### src/rtl/adat_smux_pkg.sv
package adat_smux_pkg;

    localparam int NUM_SLOTS = 8;
    localparam int FACT_W    = 3;
    localparam int OS_W      = 11;
    localparam int RATE_W    = 18;
    localparam int MCLK_W    = 26;

    typedef logic [FACT_W-1:0] smux_t;

    function automatic smux_t factor_of(input logic [RATE_W-1:0] rate);
        case (rate)
            18'd88200, 18'd96000:   return smux_t'(2);
            18'd176400, 18'd192000: return smux_t'(4);
            default:                return smux_t'(1);
        endcase
    endfunction

    function automatic logic [MCLK_W-1:0] base_of(input logic [RATE_W-1:0] rate);
        if (rate == 18'd44100 || rate == 18'd88200 || rate == 18'd176400)
            return MCLK_W'(44100);
        return MCLK_W'(48000);
    endfunction

    function automatic logic [OS_W-1:0] os_of(input logic [MCLK_W-1:0] mclk,
                                               input logic [MCLK_W-1:0] base);
        if (mclk == (base << 8))  return OS_W'(256);
        if (mclk == (base << 9))  return OS_W'(512);
        if (mclk == (base << 10)) return OS_W'(1024);
        return '0;
    endfunction

    function automatic logic [1:0] shift_of(input smux_t f);
        case (f)
            smux_t'(4): return 2'd2;
            smux_t'(2): return 2'd1;
            default:    return 2'd0;
        endcase
    endfunction

endpackage

### src/rtl/adat_rate_decode.sv
module adat_rate_decode
    import adat_smux_pkg::*;
(
    input  logic [RATE_W-1:0] sample_rate,
    input  logic [MCLK_W-1:0] mclk_hz,
    output smux_t             factor_o,
    output logic [OS_W-1:0]   os_mult_o
);
    always_comb begin
        factor_o  = factor_of(sample_rate);
        os_mult_o = os_of(mclk_hz, base_of(sample_rate));
    end

    always_comb begin
        assert_factor_onehot_R1: assert ($countones(factor_o) == 1);
    end
endmodule

### src/rtl/adat_frame_builder.sv
module adat_frame_builder
    import adat_smux_pkg::*;
#(
    parameter int W = 24
) (
    input  logic                   clk,
    input  logic                   rst,
    input  smux_t                  factor_i,
    input  logic                   in_valid,
    input  logic [NUM_SLOTS*W-1:0] in_data,
    output logic                   done_o,
    output logic [NUM_SLOTS*W-1:0] frame_o
);
    localparam int IDX_W = $clog2(NUM_SLOTS);

    smux_t        cur_q;
    logic [1:0]   cnt_q;
    logic [W-1:0] buf_q  [NUM_SLOTS];
    logic [W-1:0] next_s [NUM_SLOTS];
    logic         chg;
    logic         last;
    logic [1:0]   sh;

    assign chg    = (factor_i != cur_q);
    assign last   = ({1'b0, cnt_q} == (cur_q - smux_t'(1)));
    assign sh     = shift_of(cur_q);
    assign done_o = in_valid && !chg && last;

    for (genvar s = 0; s < NUM_SLOTS; s++) begin : g_slot
        logic [IDX_W-1:0] ch;
        logic             hit;
        assign ch  = IDX_W'(s) >> sh;
        assign hit = ((smux_t'(s) & (cur_q - smux_t'(1))) == {1'b0, cnt_q});
        assign next_s[s] = hit ? in_data[ch*W +: W] : buf_q[s];
        assign frame_o[s*W +: W] = next_s[s];
    end

    always_ff @(posedge clk) begin
        if (rst) begin
            cur_q <= smux_t'(1);
            cnt_q <= '0;
            for (int s = 0; s < NUM_SLOTS; s++) buf_q[s] <= '0;
        end else if (chg) begin
            cur_q <= factor_i;
            cnt_q <= '0;
            for (int s = 0; s < NUM_SLOTS; s++) buf_q[s] <= '0;
        end else if (in_valid) begin
            if (last) begin
                cnt_q <= '0;
                for (int s = 0; s < NUM_SLOTS; s++) buf_q[s] <= '0;
            end else begin
                cnt_q <= cnt_q + 2'd1;
                for (int s = 0; s < NUM_SLOTS; s++) buf_q[s] <= next_s[s];
            end
        end
    end

    assert_cnt_range_R5: assert property (@(posedge clk) disable iff (rst)
        ({1'b0, cnt_q} < cur_q));

    assert_change_restart_R9: assert property (@(posedge clk) disable iff (rst)
        (factor_i != cur_q) |=> (cnt_q == 2'd0));
endmodule

### src/rtl/adat_frame_holder.sv
module adat_frame_holder
    import adat_smux_pkg::*;
#(
    parameter int W = 24
) (
    input  logic                   clk,
    input  logic                   rst,
    input  logic                   done_i,
    input  logic [NUM_SLOTS*W-1:0] frame_i,
    input  logic                   out_ready,
    output logic                   out_valid,
    output logic [NUM_SLOTS*W-1:0] out_frame,
    output logic                   overrun
);
    always_ff @(posedge clk) begin
        if (rst) begin
            out_valid <= 1'b0;
            out_frame <= '0;
            overrun   <= 1'b0;
        end else begin
            overrun <= 1'b0;
            if (done_i) begin
                out_frame <= frame_i;
                out_valid <= 1'b1;
                overrun   <= out_valid && !out_ready;
            end else if (out_valid && out_ready) begin
                out_valid <= 1'b0;
            end
        end
    end

    assert_hold_stable_R6: assert property (@(posedge clk) disable iff (rst)
        (out_valid && !out_ready && !done_i) |=> (out_valid && $stable(out_frame)));

    assert_accept_clears_R6: assert property (@(posedge clk) disable iff (rst)
        (out_valid && out_ready && !done_i) |=> !out_valid);

    assert_overrun_cause_R7: assert property (@(posedge clk) disable iff (rst)
        overrun |-> $past(out_valid && !out_ready));

    assert_clean_handover_R8: assert property (@(posedge clk) disable iff (rst)
        (done_i && out_valid && out_ready) |=> (out_valid && !overrun));
endmodule

### src/rtl/adat_smux_interleaver.sv
module adat_smux_interleaver
    import adat_smux_pkg::*;
#(
    parameter int W = 24
) (
    input  logic                   clk,
    input  logic                   rst,
    input  logic [RATE_W-1:0]      sample_rate,
    input  logic [MCLK_W-1:0]      mclk_hz,
    input  logic                   in_valid,
    input  logic [NUM_SLOTS*W-1:0] in_data,
    input  logic                   out_ready,
    output logic                   out_valid,
    output logic [NUM_SLOTS*W-1:0] out_frame,
    output logic                   overrun,
    output logic [OS_W-1:0]        os_mult
);
    smux_t                  factor;
    logic                   done;
    logic [NUM_SLOTS*W-1:0] frame;

    adat_rate_decode u_decode (
        .sample_rate (sample_rate),
        .mclk_hz     (mclk_hz),
        .factor_o    (factor),
        .os_mult_o   (os_mult)
    );

    adat_frame_builder #(.W(W)) u_build (
        .clk      (clk),
        .rst      (rst),
        .factor_i (factor),
        .in_valid (in_valid),
        .in_data  (in_data),
        .done_o   (done),
        .frame_o  (frame)
    );

    adat_frame_holder #(.W(W)) u_hold (
        .clk       (clk),
        .rst       (rst),
        .done_i    (done),
        .frame_i   (frame),
        .out_ready (out_ready),
        .out_valid (out_valid),
        .out_frame (out_frame),
        .overrun   (overrun)
    );
endmodule

### config.mk
export PLATFORM = sky130hd
export DESIGN_NAME = adat_smux_interleaver
export DESIGN_NICKNAME = d
export VERILOG_FILES = /design/src/rtl/adat_smux_pkg.sv /design/src/rtl/adat_rate_decode.sv /design/src/rtl/adat_frame_builder.sv /design/src/rtl/adat_frame_holder.sv /design/src/rtl/adat_smux_interleaver.sv
export SDC_FILE = /design/constraint.sdc
export NUM_CORES = 1
export LEC_CHECK = 0
export ABC_CLOCK_PERIOD_IN_PS = 4660
export BUFFER_PORTS_ARGS = -buffer_cell sky130_fd_sc_hd__buf_2
export CORE_ASPECT_RATIO = 1.1
export CORE_MARGIN = 10
export CORE_UTILIZATION = 50
export CTS_CLUSTER_DIAMETER = 150
export DETAILED_ROUTE_END_ITERATION = 7
export PLACE_DENSITY = 0.89
export SLEW_MARGIN = 20
export SYNTH_ARGS = -nofsm -noshare
export SYNTH_HDL_FRONTEND = slang
export SYNTH_SLANG_ARGS = --single-unit
### constraint.sdc
create_clock -name clk -period 4.66 [get_ports clk]
set_input_delay 0.932 -clock clk [delete_from_list [all_inputs] [get_ports clk]]
set_output_delay 0.932 -clock clk [all_outputs]
set_load 0.01 [all_outputs]
# Word level (Yosys, flattened, before mapping)
# Memory sizes are Yosys's and may differ from the RTL's.
# Cells that the tools add are included.
[totals]
out_inout_bits = 205
ff_bits = 199
n_memories = 1
mem_bits_rw = 192
inputBits = 240
wordCells = 157
[classes]
mux = 67
n_shift = 16
bitwise_logic = 25
eq_ne = 19
mul = 8
n_reduce_logical = 14
n_addsub = 2
[memory_table]
columns = ["memory", "depth", "word_bits", "read_ports", "rd_clocked_by_memory_dff", "write_ports", "line_no", "text"]
rows = [
  ["u_build.buf_q", 8, 24, 8, 0, 8, "adat_frame_builder.sv:18", "logic [W-1:0] buf_q [NUM_SLOTS];"],
]
[ops]
columns = ["op", "count"]
rows = [
  ["indexed part select 192 x 9 -> 24 bit", 8],
  ["two-way mux 24 bit", 32],
  ["== test 26 bit", 3],
  ["two-way mux 11 bit", 6],
  ["multiplier 3 x 2 -> 5 bit (second input constant)", 8],
  ["== test 18 x 17 -> 1 bit (second input constant)", 2],
  ["== test 18 bit (second input constant)", 2],
  ["two-way mux 18 bit", 2],
  ["two-way mux 1 bit", 24],
  ["bitwise OR 1 bit", 24],
  ["== test 18 x 16 -> 1 bit (second input constant)", 1],
  ["== test 3 x 2 -> 1 bit", 4],
  ["right shift 3 x 2 -> 3 bit (first input constant)", 4],
  ["OR reduction 2 bit", 4],
  ["one-hot mux 3 bit (2 select lines)", 1],
  ["right shift 1 x 2 -> 3 bit (first input constant)", 2],
  ["right shift 2 x 2 -> 3 bit (first input constant)", 2],
  ["== test 2 bit", 2],
  ["logical AND 1 bit", 4],
  ["one-hot mux 2 bit (2 select lines)", 1],
  ["== test 2 x 3 -> 1 bit", 1],
  ["== test 3 x 2 -> 1 bit (second input constant)", 1],
  ["== test 3 bit (second input constant)", 1],
  ["zero test 3 bit", 1],
  ["9 further kinds", 11],
]

# Longest topological paths before layout
# Gate-level depths: netlist of the first run.
[depth]
word_depth = 13
ltp_mapped = 14
mapped_depth_nobuf = 10

# Cells and area by module
# Synthesis of the first run repeated with hierarchy kept, for this count alone.
[unflattened]
cells_unflattened = 1884
hier_area_um2 = 19695.1
[by_module_without_submodules]
columns = ["module", "instances", "area_per_inst_um2", "seq_area_each_um2", "cells_each"]
rows = [
  ["adat_frame_builder", 1, 12126.6, 5625.4, 1187],
  ["adat_frame_holder", 1, 7024.2, 3883.7, 626],
  ["adat_rate_decode", 1, 544.3, 0.0, 71],
]

# Worst setup path after synthesis of the first run
# OpenSTA, ideal clock, no wires.
[synth_path]
path_kind = "input to register"
startpoint = "input sample_rate[16]"
endpoint = "memory u_build.buf_q[1][0] (netlist: u_build.buf_q[0][24]) (enable)"
setup_ns = 0.443
stages = 7
path_buffers = 1
path_slack_ns = 0.213
required_ns = 4.217
arrival_ns = 4.004
path_cell_list = "nor4b_1 > nand3_1 > o22ai_1 > nor4b_1 > or3_1 > buf_2 > nand2b_1"
[synth_lines]
columns = ["item", "line_no", "text"]
rows = [
  ["from (decl)", "adat_smux_interleaver.sv:8", "input logic [RATE_W-1:0] sample_rate,"],
  ["to (decl)", "adat_frame_builder.sv:18", ""],
]

# Worst setup path after layout of the first run
[layout_path]
startpoint = "input sample_rate[9]"
endpoint = "output os_mult[8]"
[layout_via]
elab_chain_cells = 12
word_cells_on_any_way = 21
classes_between = "eq/ne (6); mux (13); reduce/logical (2)"
[layout_rtl]
columns = ["item", "line_no", "text"]
rows = [
  ["== test 18 x 16 -> 1 bit / == test 18 x 17 -> 1 bit (equally long branches)", "adat_smux_pkg.sv:20", "if (rate == 18'd44100 || rate == 18'd88200 || rate == 18'd176400)"],
  ["logical OR 1 bit", "adat_smux_pkg.sv:20", ""],
  ["logical OR 1 bit *", "adat_smux_pkg.sv:20", ""],
  ["two-way mux 1 bit *", "adat_smux_pkg.sv:20", ""],
  ["two-way mux 18 bit *", "adat_smux_pkg.sv:22", "return MCLK_W'(48000);"],
  ["== test 26 bit", "adat_smux_pkg.sv:29", "if (mclk == (base << 10)) return OS_W'(1024);"],
  ["two-way mux 1 bit (2 in series)", "adat_smux_pkg.sv:29", ""],
  ["two-way mux 1 bit", "adat_smux_pkg.sv:28", "if (mclk == (base << 9)) return OS_W'(512);"],
  ["two-way mux 11 bit", "adat_smux_pkg.sv:30", "return '0;"],
  ["two-way mux 11 bit", "adat_smux_pkg.sv:29", ""],
  ["two-way mux 11 bit *", "adat_smux_pkg.sv:28", ""],
  ["to (decl)", "adat_smux_interleaver.sv:16", "output logic [OS_W-1:0] os_mult"],
]
# Every way passes the cells marked *; elsewhere a longest branch is shown, timed or not. The select of a mux whose other input is x is not followed.

==> metrics.yaml, run 1 <==
status: "finished, final reports clean"
path_class: "input pin to output pin"
grt_pass1_wl_um: 125000
hpwl_um: 65200
core_area_um2: 42400
synthCells: 2296
avgSynthCellArea_um2: 9.37
muxShareOfSynthArea: 0.236
peakVddDrop_mv: 0.340
nNetsFinal: 2874
cp_data_required_time_ps: 3730
yosysWarnings: 0
synth-simple-area-share: 0.213
timing.setup.tns_ps: 0
synth.distinct_cells: 63
async_flop_share: 0
postCtsResizedCells: 0
hold_viol_final: 0
p_leak_nw: 11.4
crit_arrival_ps: 3130
dieArea_um2: 51800
synth_compound_area_frac: 0.0939
timing.fmax_mhz: 246
routed_wl_um: 87100
drc: 0
synthToLayoutAreaGrowth_pct: 18.8
synth_edf_count: 144
fillers: 3505
hold_buffers: 0
slew-limit-headroom: 0.334
hold_class: "flop to flop"
cap_violations: 0
clk_latency_ps: 570
io_pins: 445
vias: 19863
ys_seq_area_frac: 0.408
ant_nets: 0
grt_pass1_vias: 19435
synthAdderAreaFrac: 0.00291
synth-seq-cells: 367
rsz0062_at_grt: "no"
avgRoutedWirePerCell_um: 26.8
cts_setup_buffers: 0
synth_top_family_by_area: "multiplexers"
dieWidth_um: 218
clkTransAtPathRegs_ps: 60
ys.flop_type: "dfxtp_1"
vias_per_cell: 6.10
drv_slew: 0
io_buffers: 436
ys_top_cells_by_area: "dfxtp_1 21%, edfxtp_1 20%, mux2i_1 8.4%"
synth_top_area_frac: 0.207
setup_viol: 0
tritoncts: "built"
layout-drive-gt1-share: 0.256
syn_area_um2: 21500
dr.pass1.iters: 7
grt.met3_usage: 0.0959
htreeDepth: 2
cts-root-buf: "clkbuf_16"
gp_routability_congestion: 1.02
initial_core_util: 0.508
use_met1: 0.375
min_period_ps: 4060
fin_util: 0.603
cts.sink_count: 367
overflow: 0
grt_usage: 0.320
worstMarginPinSlew_ps: 999
start_kind: "input pin"
finClkSkew_ps: 11.7
end_kind: "output pin"
path_max_fanout: 9
clockBufferDepth: 3
period_share: 0.871
cts_buffers: 40
gr-usage-met2: 0.500
first_iter_violations: 3015
rows: 79
fp.dieH_um: 238
grt_max_degree: 236
synth_xor_xnor_area_share: 0.00122
powerDensity_nw_per_um2: 309
yosys.area.top_type: "dfxtp_1"
grt.busiest_layer: "met2"
grt_antenna_before_repair: 34
-- registers in the layout, indices dropped and copies added (netlist names) --
| name | flops |
|---|---|
| u_hold.out_frame | 192 |
| u_build.buf_q | 168 |
| u_build.cur_q | 3 |
| u_build.cnt_q | 2 |
| u_hold.out_valid | 1 |
| u_hold.overrun | 1 |
-- path summary, 6_finish.rpt --
check	from	end	slack (ps)	depth (start not counted)
setup / recovery	sample_rate[9]	os_mult[8]	600	9
hold / removal	u_hold.out_frame[178]	u_hold.out_frame[178]	470	2
setup reg to reg	u_build.cur_q[0]	u_hold.out_frame[159]	740	13
hold reg to reg	u_hold.out_frame[178]	u_hold.out_frame[178]	470	2
-- metal layers --
layer	vias to the layer above	routed length [µm]	part of all wire
met5	-	92	0.0011
met1	9425	31100	0.36
li1	8761	-	-
met2	1342	39100	0.45
met3	319	10400	0.12
met4	16	6370	0.073
-- synthesized netlist by cell type, drive strengths merged, types with 3 or more instances --
cell type,n
nor4,6
mux2,165
o21bai,6
nand3b,3
nor4b,5
mux4,63
and3,3
inv,13
nand2b,98
buf,94
a21oi,110
nor3,25
dfxtp,223
nand4b,5
a2111oi,5
o21a,5
edfxtp,144
mux2i,181
nor4bb,5
o311ai,4
and2,3
or3,7
o21ai,104
a31oi,19
clkbuf,112
a311oi,16
nor2b,167
a311o,3
a21boi,9
a211o,8
nor2,364
ha,5
o22ai,23
nand2,185
o22a,12
a211oi,6
nand3,65
-- worst max-delay path, stage by stage --
cell and delay, ps:
buf_2 130, nor4b_1 300, nand3_1 190, nor3_1 200, or3_1 320, xnor2_1 110, or4_1 440, a2111oi_0 290
buf_2 210
-- through the flow --
stage	cells	setup WS, ps	total power, W	area [µm²]	hold slack (ps)
CTS	3228	629	0.00789	25500	474
global placement	3154	583	0.00464	24200	457
finish	3254	602	0.00790	25600	472
floorplan	2303	213	0.00414	21500	493
global route	3246	386	0.00810	25500	500
detailed placement	3154	635	0.00467	24200	464
-- power breakdown --
group | switching [W] | internal [W] | leakage, nW | total, W
sequential | 0.0000662 | 0.00349 | 3.44 | 0.00355
combinational | 0.000655 | 0.000424 | 7.28 | 0.00108
clock | 0.00136 | 0.00191 | 0.652 | 0.00327
-- placed cells by master, fill, tap and decap left out, types with 65 or more instances in the layout --
| master | n |
|---|---|
| buf_2 | 435 |
| nor2_1 | 363 |
| dfxtp_1 | 223 |
| nand2_1 | 183 |
| mux2i_1 | 180 |
| nor2b_1 | 165 |
| edfxtp_1 | 144 |
| mux2_1 | 119 |
| a21oi_1 | 110 |
| o21ai_0 | 103 |
| nand2b_1 | 96 |
| nand3_1 | 65 |
-- cell type report --
class                      instances  area, µm²  area share
antenna                           26       65.1     0.00255
clock buffer                      54       1110      0.0436
clock inverter                    20        205     0.00803
inverter                          13       50.0     0.00196
multi-input combinational       1717      11900       0.465
sequential                       367       8790       0.344
tap                              567        709      0.0278
timing repair buffer             490       2740       0.107
-- kinds of logic (layout without fill, tap and decap cells) --
| logic type | Yosys count | after routing |
|---|---|---|
| simple gates | 955 | 955 |
| mux | 409 | 409 |
| flops | 367 | 367 |
| compound gates | 337 | 337 |
| buf+inv | 219 | 577 |
| fa+ha+maj | 5 | 5 |
| xor+xnor | 3 | 3 |
| other cells | 1 | 34 |
No activity file was read; power rests on OpenSTA's default activity.
==> inputs of run 2 (changes only) <==
CORE_MARGIN = 3   (was 10)
PLACE_DENSITY = 0.88   (was 0.89)
==> run 2 against run 1 <==
Register-to-register slack improved by 40 ps. Worst hold slack about the same. Clock power fell by 2%. Global-route usage rose by 3.0 points. Setup slack got worse by 30 ps. Combinational power about the same. Design area fell by 0.41%. Count of clock-buffer cells in the layout up 4. Final cell count shrank 0.65%. Critical path type unchanged. Critical endpoint unchanged.
==> metrics.yaml, run 2 (synthesized netlist as in run 1, its figures left out) <==
cts_setup_buffers: 0  # unchanged
p_seq_frac: 0.454  # +0.004
initial_core_util: 0.508  # unchanged
avgRoutedWirePerCell_um: 25.9  # -3.1%
start_kind: "input pin"
timing.fmax_mhz: 245  # -0.72%
hold_viol_final: 0  # unchanged
path_max_fanout: 9  # unchanged
worstMarginPinSlew_ps: 1180  # +184 ps
top_register: "u_hold.out_frame"
synthToLayoutAreaGrowth_pct: 18.3
cts-root-buf: "clkbuf_16"
dieArea_um2: 45600  # -12%
hpwl_um: 61800  # -5.2%
netSwitchingPower_w: 0.00209  # +0.65%
htreeDepth: 2  # unchanged
first_iter_violations: 2573  # -15%
powerDensity_nw_per_um2: 308  # -0.27%
tritoncts: "built"
period_share: 0.877  # +0.00634
drv_slew: 0  # unchanged
switching_share: 0.267  # +0.00351
drc: 0  # unchanged
crit_arrival_ps: 3160  # +30 ps
setup_viol: 0  # unchanged
cts.sink_count: 367  # unchanged
fillers: 3545  # +1.1%
total_power_w: 0.00784  # -0.68%
min_period_ps: 4090  # +29.5 ps
path_class: "input pin to output pin"
io_buffers: 436  # unchanged
end_kind: "output pin"
timing.setup.tns_ps: 0  # unchanged
final_cell_mix: "435 x buf_2, 363 x nor2_1, 223 x dfxtp_1"
top_regs: "u_hold.out_frame: 192 flops, u_build.buf_q: 168 flops, u_build.cur_q: 3 flops"
fp.dieH_um: 224  # -5.9%
multi_input_area_um2: 11900  # unchanged
layout-drive-gt1-share: 0.256  # -0.000454
grt_pass1_vias: 18909  # -2.7%
grt_usage: 0.350  # +0.0298
hold_class: "flop to flop"
vias: 20075  # +1.1%
clkTransAtPathRegs_ps: 50  # about the same
gp_routability_congestion: 0.989  # -3.3%
dieWidth_um: 204  # -6.4%
grt_pass1_wl_um: 120000  # -3.9%
clockBufferDepth: 3  # unchanged
seq_area_um2: 8790  # unchanged
cts_buffers: 40  # unchanged
layout_commonest_cell: "buf_2"
routed_wl_um: 83800  # -3.7%
ant_nets: 0  # unchanged
dpl-instance-area_um2: 24100  # -0.27%
status: "finished, final reports clean"
vias_per_cell: 6.21  # +1.7%
rsz0062_at_grt: "no"
clockPowerShare: 0.410  # -0.004
slew-limit-headroom: 0.211  # -0.123
cap_violations: 0  # unchanged
postCtsResizedCells: 0  # unchanged
rows: 79  # unchanged
finClkSkew_ps: 11.2  # -0.537 ps
peakVddDrop_mv: 0.297  # -13%
grt_max_degree: 242  # +2.5%
cp_data_required_time_ps: 3730  # about the same
core_area_um2: 42400  # unchanged
overflow: 0  # unchanged
nNetsFinal: 2867  # -0.24%
dr.pass1.iters: 6  # -1
io_pins: 445  # unchanged
clk_latency_ps: 580  # about the same
internal_power_w: 0.00575  # -1.1%
hold_buffers: 0  # unchanged
fin_area_um2: 25500  # -0.41%
share_comb_of_total_power: 0.136  # about the same
largest_register_ffs: 192  # unchanged
p_leak_nw: 11.3  # -0.44%
grt_antenna_before_repair: 22  # -35%
run 2: cell count changes in the layout (fill, tap and decap cells not counted), sizes merged:
cell / previous run / this run
clkinv: 14 / 11
clkbuf: 54 / 58
buf: 490 / 483
inv: 14 / 15
bufinv: 4 / 1
diode: 26 / 12
clkinvlp: 1 / 2
run 2: through the flow:
stage,hold slack [ps],setup slack [ps],utilization,instances
after floorplan,493,213,-,2303
final,473,573,0.600,3233
after global routing,494,334,0.600,3229
after CTS,476,583,0.600,3221
after global placement,459,550,0.569,3147
after detailed placement,465,598,0.569,3147
run 2: path summary, 6_finish.rpt:
path	slack (ps)	cells past startpoint	startpoint	endpoint
max	570	9	sample_rate[9]	os_mult[8]
min	470	2	u_hold.out_frame[99]	u_hold.out_frame[99]
max reg2reg	780	10	u_build.cur_q[0]	u_hold.out_frame[155]
min reg2reg	470	2	u_hold.out_frame[99]	u_hold.out_frame[99]
run 2: critical path, stage by stage:
cell and delay [ps]:
buf_2 120, nor4b_1 300, nand3_1 190, nor3_1 220, or3_1 310, xnor2_1 110, or4_1 440, a2111oi_0 320
buf_2 210
run 2: metal layers:
layer  wire length (µm)  part of all wire  track usage  up-vias
met1              28900              0.34        0.431     9531
li1                   -                 -            -     8739
met2              37800              0.45        0.551     1470
met4               5660             0.067        0.195       16
met3              11400              0.14        0.104      319
met5                 89            0.0011            0        -
run 2: area by class of cell:
| cell class | instances | share of cell area |
|---|---|---|
| multi-input cells | 1717 | 0.467 |
| flip-flops and latches | 367 | 0.345 |
| repair buffers | 483 | 0.105 |
| clock buffers | 58 | 0.0468 |
| well taps | 567 | 0.0279 |
| inverters | 13 | 0.00197 |
| diodes | 12 | 0.00118 |
| clock inverters | 16 | 0.00491 |
run 2: power groups by stage:
stage               logic (W)  registers, W  clock network [W]
floorplan            0.000480       0.00367                  0
global placement      0.00101       0.00362                  0
detailed placement    0.00103       0.00363                  0
CTS                   0.00104       0.00356            0.00323
global route          0.00112       0.00358            0.00335
finish                0.00106       0.00356            0.00322
